File: config.mk
export PLATFORM = sky130hd
export DESIGN_NAME = frac_baud_gen
export DESIGN_NICKNAME = d
export VERILOG_FILES = /design/src/rtl/baud_pkg.sv /design/src/rtl/baud_regs.sv /design/src/rtl/baud_period.sv /design/src/rtl/baud_bitcnt.sv /design/src/rtl/frac_baud_gen.sv
export SDC_FILE = /design/constraint.sdc
export NUM_CORES = 1
export LEC_CHECK = 0
export BUFFER_PORTS_ARGS = -buffer_cell sky130_fd_sc_hd__buf_2
export CAP_MARGIN = 10
export CORE_MARGIN = 2
export CORE_UTILIZATION = 32
export DETAILED_ROUTE_END_ITERATION = 6
export SETUP_SLACK_MARGIN = 0.02
export SLEW_MARGIN = 10
export SYNTH_ARGS = -nofsm -noshare
export SYNTH_HDL_FRONTEND = slang
export SYNTH_SLANG_ARGS = --single-unit
File: constraint.sdc
create_clock -name clk -period 9.3 [get_ports clk]
set_input_delay 1.395 -clock clk [delete_from_list [all_inputs] [get_ports clk]]
set_output_delay 1.395 -clock clk [all_outputs]
set_load 0.005 [all_outputs]
File: src/rtl/baud_pkg.sv
// Package: shared types and helpers for the fractional baud-rate generator.
// Assumes: rate mode is a 2-bit code; the two upper codes both mean 4x.
package baud_pkg;

    typedef enum logic [1:0] {
        RATE_X16  = 2'b00,
        RATE_X8   = 2'b01,
        RATE_X4   = 2'b10,
        RATE_X4_B = 2'b11
    } rate_e;

    // Number of oversample ticks that make up one bit time.
    function automatic logic [4:0] os_per_bit(rate_e m);
        case (m)
            RATE_X16: return 5'd16;
            RATE_X8:  return 5'd8;
            default:  return 5'd4;
        endcase
    endfunction

endpackage

File: src/rtl/baud_regs.sv
// Module: setting registers for the generator.
// Holds divisor bytes, fraction and rate mode; flags a restart on any write.
// Assumes: write strobes are single-cycle or level, sampled on clk.
module baud_regs
    import baud_pkg::*;
#(
    parameter int BYTE_W = 8,
    parameter int FRAC_W = 4,
    localparam int DIV_W = 2 * BYTE_W
) (
    input  logic              clk,
    input  logic              rst_n,
    input  logic              wr_lo,
    input  logic [BYTE_W-1:0] lo_d,
    input  logic              wr_hi,
    input  logic [BYTE_W-1:0] hi_d,
    input  logic              wr_frac,
    input  logic [FRAC_W-1:0] frac_d,
    input  logic              wr_mode,
    input  logic [1:0]        mode_d,
    output logic [DIV_W-1:0]  eff_div,
    output logic [FRAC_W-1:0] frac_q,
    output rate_e             mode_q,
    output logic              restart
);

    logic [BYTE_W-1:0] lo_q;
    logic [BYTE_W-1:0] hi_q;

    // Capture each setting on its own strobe; reset to divisor 1, fraction 0, 16x.
    always_ff @(posedge clk) begin
        if (!rst_n) begin
            lo_q   <= BYTE_W'(1);
            hi_q   <= '0;
            frac_q <= '0;
            mode_q <= RATE_X16;
        end else begin
            if (wr_lo)   lo_q   <= lo_d;
            if (wr_hi)   hi_q   <= hi_d;
            if (wr_frac) frac_q <= frac_d;
            if (wr_mode) mode_q <= rate_e'(mode_d);
        end
    end

    // Any write restarts the timing chain at the same edge.
    assign restart = wr_lo | wr_hi | wr_frac | wr_mode;

    // A zero divisor is clamped to one reference cycle.
    always_comb begin
        eff_div = {hi_q, lo_q};
        if (eff_div == '0) eff_div = DIV_W'(1);
    end

endmodule

File: src/rtl/baud_period.sv
// Module: oversample period counter with fractional dithering.
// Each period is DIV cycles, stretched by one when the fraction phase
// accumulator carries. Also forms the divided clock level.
// Assumes: eff_div >= 1 and settings change only together with restart.
module baud_period #(
    parameter int DIV_W  = 16,
    parameter int FRAC_W = 4
) (
    input  logic              clk,
    input  logic              rst_n,
    input  logic              restart,
    input  logic [DIV_W-1:0]  eff_div,
    input  logic [FRAC_W-1:0] frac,
    output logic              run,
    output logic              os_tick,
    output logic              div_clk
);

    localparam logic [DIV_W:0] ONE = (DIV_W+1)'(1);

    logic [DIV_W-1:0]  cnt;
    logic [FRAC_W-1:0] phase;
    logic [FRAC_W:0]   sum;
    logic              stretch;
    logic [DIV_W:0]    len;
    logic [DIV_W:0]    half;
    logic              last;

    // Length of the current period from the phase carry.
    always_comb begin
        sum     = {1'b0, phase} + {1'b0, frac};
        stretch = sum[FRAC_W];
        len     = {1'b0, eff_div} + {{DIV_W{1'b0}}, stretch};
        half    = len >> 1;
        last    = ({1'b0, cnt} == len - ONE);
    end

    // Advance the period counter and the fraction phase; clear on restart.
    always_ff @(posedge clk) begin
        if (!rst_n || restart) begin
            cnt   <= '0;
            phase <= '0;
            run   <= rst_n;
        end else begin
            run <= 1'b1;
            if (run) begin
                if (last) begin
                    cnt   <= '0;
                    phase <= sum[FRAC_W-1:0];
                end else begin
                    cnt <= cnt + DIV_W'(1);
                end
            end
        end
    end

    assign os_tick = run && last;
    assign div_clk = run && ({1'b0, cnt} < half);

endmodule

File: src/rtl/baud_bitcnt.sv
// Module: counts oversample ticks and strobes once per bit time.
// Assumes: mode is stable between restarts.
module baud_bitcnt
    import baud_pkg::*;
#(
    parameter int OSC_W = 4
) (
    input  logic  clk,
    input  logic  rst_n,
    input  logic  restart,
    input  logic  os_tick,
    input  rate_e mode,
    output logic  bit_tick
);

    logic [OSC_W-1:0] oscnt;
    logic [4:0]       nticks;
    logic             wrap;

    // Wrap point from the selected oversampling factor.
    always_comb begin
        nticks = os_per_bit(mode);
        wrap   = (5'(oscnt) == nticks - 5'd1);
    end

    // Count oversample ticks modulo the factor; clear on restart.
    always_ff @(posedge clk) begin
        if (!rst_n || restart) begin
            oscnt <= '0;
        end else if (os_tick) begin
            oscnt <= wrap ? '0 : oscnt + OSC_W'(1);
        end
    end

    assign bit_tick = os_tick && wrap;

endmodule

File: src/rtl/frac_baud_gen.sv
// Module: fractional UART baud-rate generator, top level.
// Produces oversample and bit strobes plus a divided clock from clk.
// Assumes: one clock domain; register writes arrive as strobes on clk.
module frac_baud_gen
    import baud_pkg::*;
#(
    parameter int BYTE_W = 8,
    parameter int FRAC_W = 4,
    parameter int OSC_W  = 4,
    localparam int DIV_W = 2 * BYTE_W
) (
    input  logic              clk,
    input  logic              rst_n,
    input  logic              wr_div_lo,
    input  logic [BYTE_W-1:0] div_lo,
    input  logic              wr_div_hi,
    input  logic [BYTE_W-1:0] div_hi,
    input  logic              wr_frac,
    input  logic [FRAC_W-1:0] frac_in,
    input  logic              wr_mode,
    input  logic [1:0]        rate_mode,
    input  logic              clk_pin_en,
    output logic              os_tick,
    output logic              bit_tick,
    output logic              div_clk,
    output logic              pin_clk
);

    logic [DIV_W-1:0]  eff_div;
    logic [FRAC_W-1:0] frac_q;
    rate_e             mode_q;
    logic              restart;
    logic              run;

    baud_regs #(.BYTE_W(BYTE_W), .FRAC_W(FRAC_W)) i_regs (
        .clk     (clk),
        .rst_n   (rst_n),
        .wr_lo   (wr_div_lo),
        .lo_d    (div_lo),
        .wr_hi   (wr_div_hi),
        .hi_d    (div_hi),
        .wr_frac (wr_frac),
        .frac_d  (frac_in),
        .wr_mode (wr_mode),
        .mode_d  (rate_mode),
        .eff_div (eff_div),
        .frac_q  (frac_q),
        .mode_q  (mode_q),
        .restart (restart)
    );

    baud_period #(.DIV_W(DIV_W), .FRAC_W(FRAC_W)) i_period (
        .clk     (clk),
        .rst_n   (rst_n),
        .restart (restart),
        .eff_div (eff_div),
        .frac    (frac_q),
        .run     (run),
        .os_tick (os_tick),
        .div_clk (div_clk)
    );

    baud_bitcnt #(.OSC_W(OSC_W)) i_bitcnt (
        .clk      (clk),
        .rst_n    (rst_n),
        .restart  (restart),
        .os_tick  (os_tick),
        .mode     (mode_q),
        .bit_tick (bit_tick)
    );

    // Pin-level copy of the divided clock, gated by its enable.
    assign pin_clk = clk_pin_en && div_clk;

endmodule

==> flow_metrics.env <==
export IMPL_switching_share_pct=28.9
export IMPL_worst_hold_slack_ns=0.468
export IMPL_multi_input_area_mm2=0.00275
export IMPL_clock_skew_ns=0.00607
export IMPL_grt_max_degree=25
export IMPL_maxCapViolations=0
export IMPL_die_x_um=114
export IMPL_synth_seq_area_share_pct=24.4
export IMPL_tightest_slew_ns=0.830
export IMPL_timing_fmax_ghz=0.156
export IMPL_clkPwrFrac_pct=38.1
export IMPL_cellPowerDensity_mw_per_mm2=117
export IMPL_wl_per_cell_um=14.6
export IMPL_drv_slew=0
export IMPL_n_fill_cell=1260
export IMPL_syn_avg_cell_area_um2=8.37
export IMPL_gr_total_overflow=0
export IMPL_p_sw_mw=0.142
export IMPL_synth_area_leaders="dfxtp_1 24%, ha_1 7.8%, mux2i_1 7.8%, xnor2_1 6.6%, xor2_1 6.6%"
export IMPL_vias_per_cell=5.25
export IMPL_initial_core_util_pct=32.4
export IMPL_place_area_mm2=0.00407
export IMPL_layout_drive_gt1_share_pct=12.6
export IMPL_worst_path_max_delay_cell="or4_1"
export IMPL_cts_buffers=5
export IMPL_postCtsSetupBuffers=0
export IMPL_row_count=40
export IMPL_cp_start_kind="register"
export IMPL_setup_viol=0
export IMPL_cts_root_buf="clkbuf_16"
export IMPL_cts_path_max_buffers=2
export IMPL_syn_nets=515
export IMPL_post_route_drc_count=0
export IMPL_layout_nets=523
export IMPL_ctsHoldBuffers=0
export IMPL_holdCritPathClass="reg2reg"
export IMPL_portBuffers=32
export IMPL_postCtsResizedCells=0
export IMPL_synth_area_mm2=0.00386
export IMPL_drt_initial_drc_count=136
export IMPL_gp_congestion=0.913
export IMPL_critPathCaptureType="primary output"
export IMPL_period_share_pct=68.9
export IMPL_ir_drop_mv=0.0670
export IMPL_synthCells=461
export IMPL_p_int_mw=0.350
export IMPL_cts_tree="built"
export IMPL_grt_pass1_wl_mm=15.6
export IMPL_required_ns=7.91
export IMPL_critPathArrivalTime_ns=5.01
export IMPL_slowest_delay_ns=0.62
export IMPL_rsz0062_at_grt="no"
export IMPL_rr_worst_depth=17
export IMPL_seqPwrFrac_pct=44.9
export IMPL_total_power_mw=0.493
export IMPL_critical_path_class="reg2out"
export IMPL_slew_limit_headroom_pct=44.6
export IMPL_io_pin_count=33
export IMPL_fin_area_mm2=0.00422
export IMPL_synth_cell_types=68
export IMPL_post_route_min_period_ns=6.41
export IMPL_crit_chain="ha_1 -> inv_1 -> fa_1 -> nor2b_1 -> o21ai_0 -> nand2b_1 -> ha_1 -> ha_1 -> inv_1 -> or4_1 -> nor2_1 -> xnor2_1 -> ha_1 -> a21o_1 -> a211oi_1 -> nand2b_1 -> a221oi_1 -> o21a_1 -> buf_2"
export IMPL_synth_edf_count=0
export IMPL_pwr_share_comb_pct=17.0
export IMPL_synth_ff_type="dfxtp_1"
export IMPL_clock_sinks=47
export IMPL_clkLatencyLatePin_ns=0.29
export IMPL_grt_pass1_vias=3115
export IMPL_antenna_left=0
export IMPL_post_dp_hpwl_mm=7.11
export IMPL_async_reset_ff_share_pct=0
export IMPL_cts_max_level=2
export IMPL_worst_path_max_fanout=12
export IMPL_synthToLayoutAreaGrowth_pct=9.43
export IMPL_hold_violations=0
export IMPL_fin_setup_tns_ns=0
export IMPL_cpMostUsedCell="ha_1"
export IMPL_clk_pin_slew_ns=0.07
export IMPL_seq_area_um2=941
export IMPL_synth_top_cell_area_share_pct=24.4
export IMPL_fp_dieH_um=114
export IMPL_status="finished, final reports clean"
export IMPL_ys_ff_latch=47
export IMPL_first_pass_iters=5
export IMPL_die_area_mm2=0.0130
export IMPL_diodes=0
export IMPL_yosysWarnings=0
export IMPL_utilization_pct=35.5
export IMPL_totalWireLength_mm=9.01
export IMPL_yosysTopAreaCell="dfxtp_1"
export IMPL_antenna_found_initial=0
export IMPL_grt_usage_pct=14.8
export IMPL_coreArea_mm2=0.0119
export IMPL_p_leak_nw=1.69
export IMPL_via_count=3242
export IMPL_worstHoldPathCells=2
## worst max-delay path: cells and delay by family (launching register included)
family,cells,cell delay (ns)
fa+ha+maj,5,1.69
flops,1,0.33
compound gates,5,0.98
xor+xnor,1,0.21
simple gates,5,1.13
buf+inv,3,0.37
## layout make-up
| class | count | share of cell area, % |
|---|---|---|
| Tap cell | 147 | 4.35 |
| Clock buffer | 5 | 2.96 |
| Inverter | 11 | 0.977 |
| Timing Repair Buffer | 32 | 3.79 |
| Clock inverter | 3 | 0.622 |
| Multi-Input combinational cell | 372 | 65.0 |
| Sequential cell | 47 | 22.3 |
## worst paths after layout
path,startpoint,endpoint,slack [ns]
max,i_regs.frac_q[0],pin_clk,2.89
min,i_period.phase[0],i_period.phase[0],0.47
max reg2reg,i_regs.frac_q[0],i_period.cnt[4],3.66
min reg2reg,i_period.phase[0],i_period.phase[0],0.47
## per-stage QoR
step	setup slack [ns]	instances
detailed placement	3.20	609
global placement	3.36	609
CTS	2.89	617
floorplan	4.13	461
finish	2.89	617
global route	2.48	617
## sequential cells by signal, summed over array words and instances, names as in the netlist
register,count
i_period.phase,4
i_period.cnt,16
i_regs.frac_q,4
i_regs.hi_q,8
i_bitcnt.oscnt,4
i_regs.mode_q,2
i_regs.lo_q,8
i_period.run,1
## per-layer routing
metal / part of all wire [%] / wire (µm) / global-route usage (%) / up-vias
met1: 48 / 4310 / 19.9 / 1518
met2: 47 / 4260 / 25.2 / 64
met3: 3.6 / 323 / 1.91 / 13
met5: 0 / 0 / 0 / -
li1: - / - / - / 1647
met4: 1.3 / 117 / 3.74 / 0
## cells in the mapped netlist (all sizes together) (3+ instances only)
cell type,number
and3,11
o21a,3
o211ai,6
o21ai,12
a21oi,6
xnor2,29
nor2b,23
inv,11
nor4,5
a21boi,3
ha,24
a211o,3
or4,4
xor2,29
nor2,36
buf,8
nand3,23
mux2,3
a2bb2oi,3
nor3,12
nand2,39
and4,3
nand2b,6
dfxtp,47
clkbuf,23
mux2i,30
and2,3
a21o,12
nand4,10
## cells by family (layout without fill, tap and decap cells)
| logic type | Yosys count | count (layout) | share of synthesized area (%) |
|---|---|---|---|
| AO/OA/AOI/OAI | 66 | 66 | 13.1 |
| XOR/XNOR | 60 | 60 | 14.4 |
| adder cells (fa/ha/maj) | 25 | 25 | 8.30 |
| buffers and inverters | 42 | 51 | 4.47 |
| flip-flops | 47 | 47 | 24.4 |
| multiplexers | 33 | 33 | 8.65 |
| AND/OR/NAND/NOR | 188 | 188 | 26.8 |
## power by group through the flow
stage                     registers, mW  logic (mW)  clock network (mW)
after floorplan                   0.215      0.0735                   0
after global placement            0.225      0.0827                   0
after detailed placement          0.226      0.0839                   0
after CTS                         0.221      0.0844               0.194
after global routing              0.223      0.0942               0.202
final                             0.221      0.0837               0.188
## cell usage in the layout (no fill, tap or decap), types with 2 or more instances in the layout
cell	netlist	layout
nor2_1	26	26
nor3_1	11	11
inv_6	0	2
inv_1	11	11
nor2_2	10	10
o21ai_0	10	10
a211o_1	3	3
and2_1	3	3
clkbuf_16	0	5
xor2_1	29	29
a21o_1	12	12
or4b_1	2	2
nor4_1	5	5
nand3_1	23	23
a21oi_1	6	6
a2bb2oi_1	3	3
nand4_1	9	9
nand2_1	39	39
and3_1	11	11
o21ai_1	2	2
dfxtp_1	47	47
xnor2_1	29	29
nand2b_1	6	6
and4_1	3	3
a211oi_1	2	2
nor2b_1	23	23
o211ai_1	6	6
ha_1	24	24
mux2i_1	30	30
o21a_1	3	3
a21boi_0	2	2
or4_1	4	4
buf_2	6	32
mux2_2	2	2
a31oi_1	2	2
Note: power is estimated with default switching activity, not from simulation.
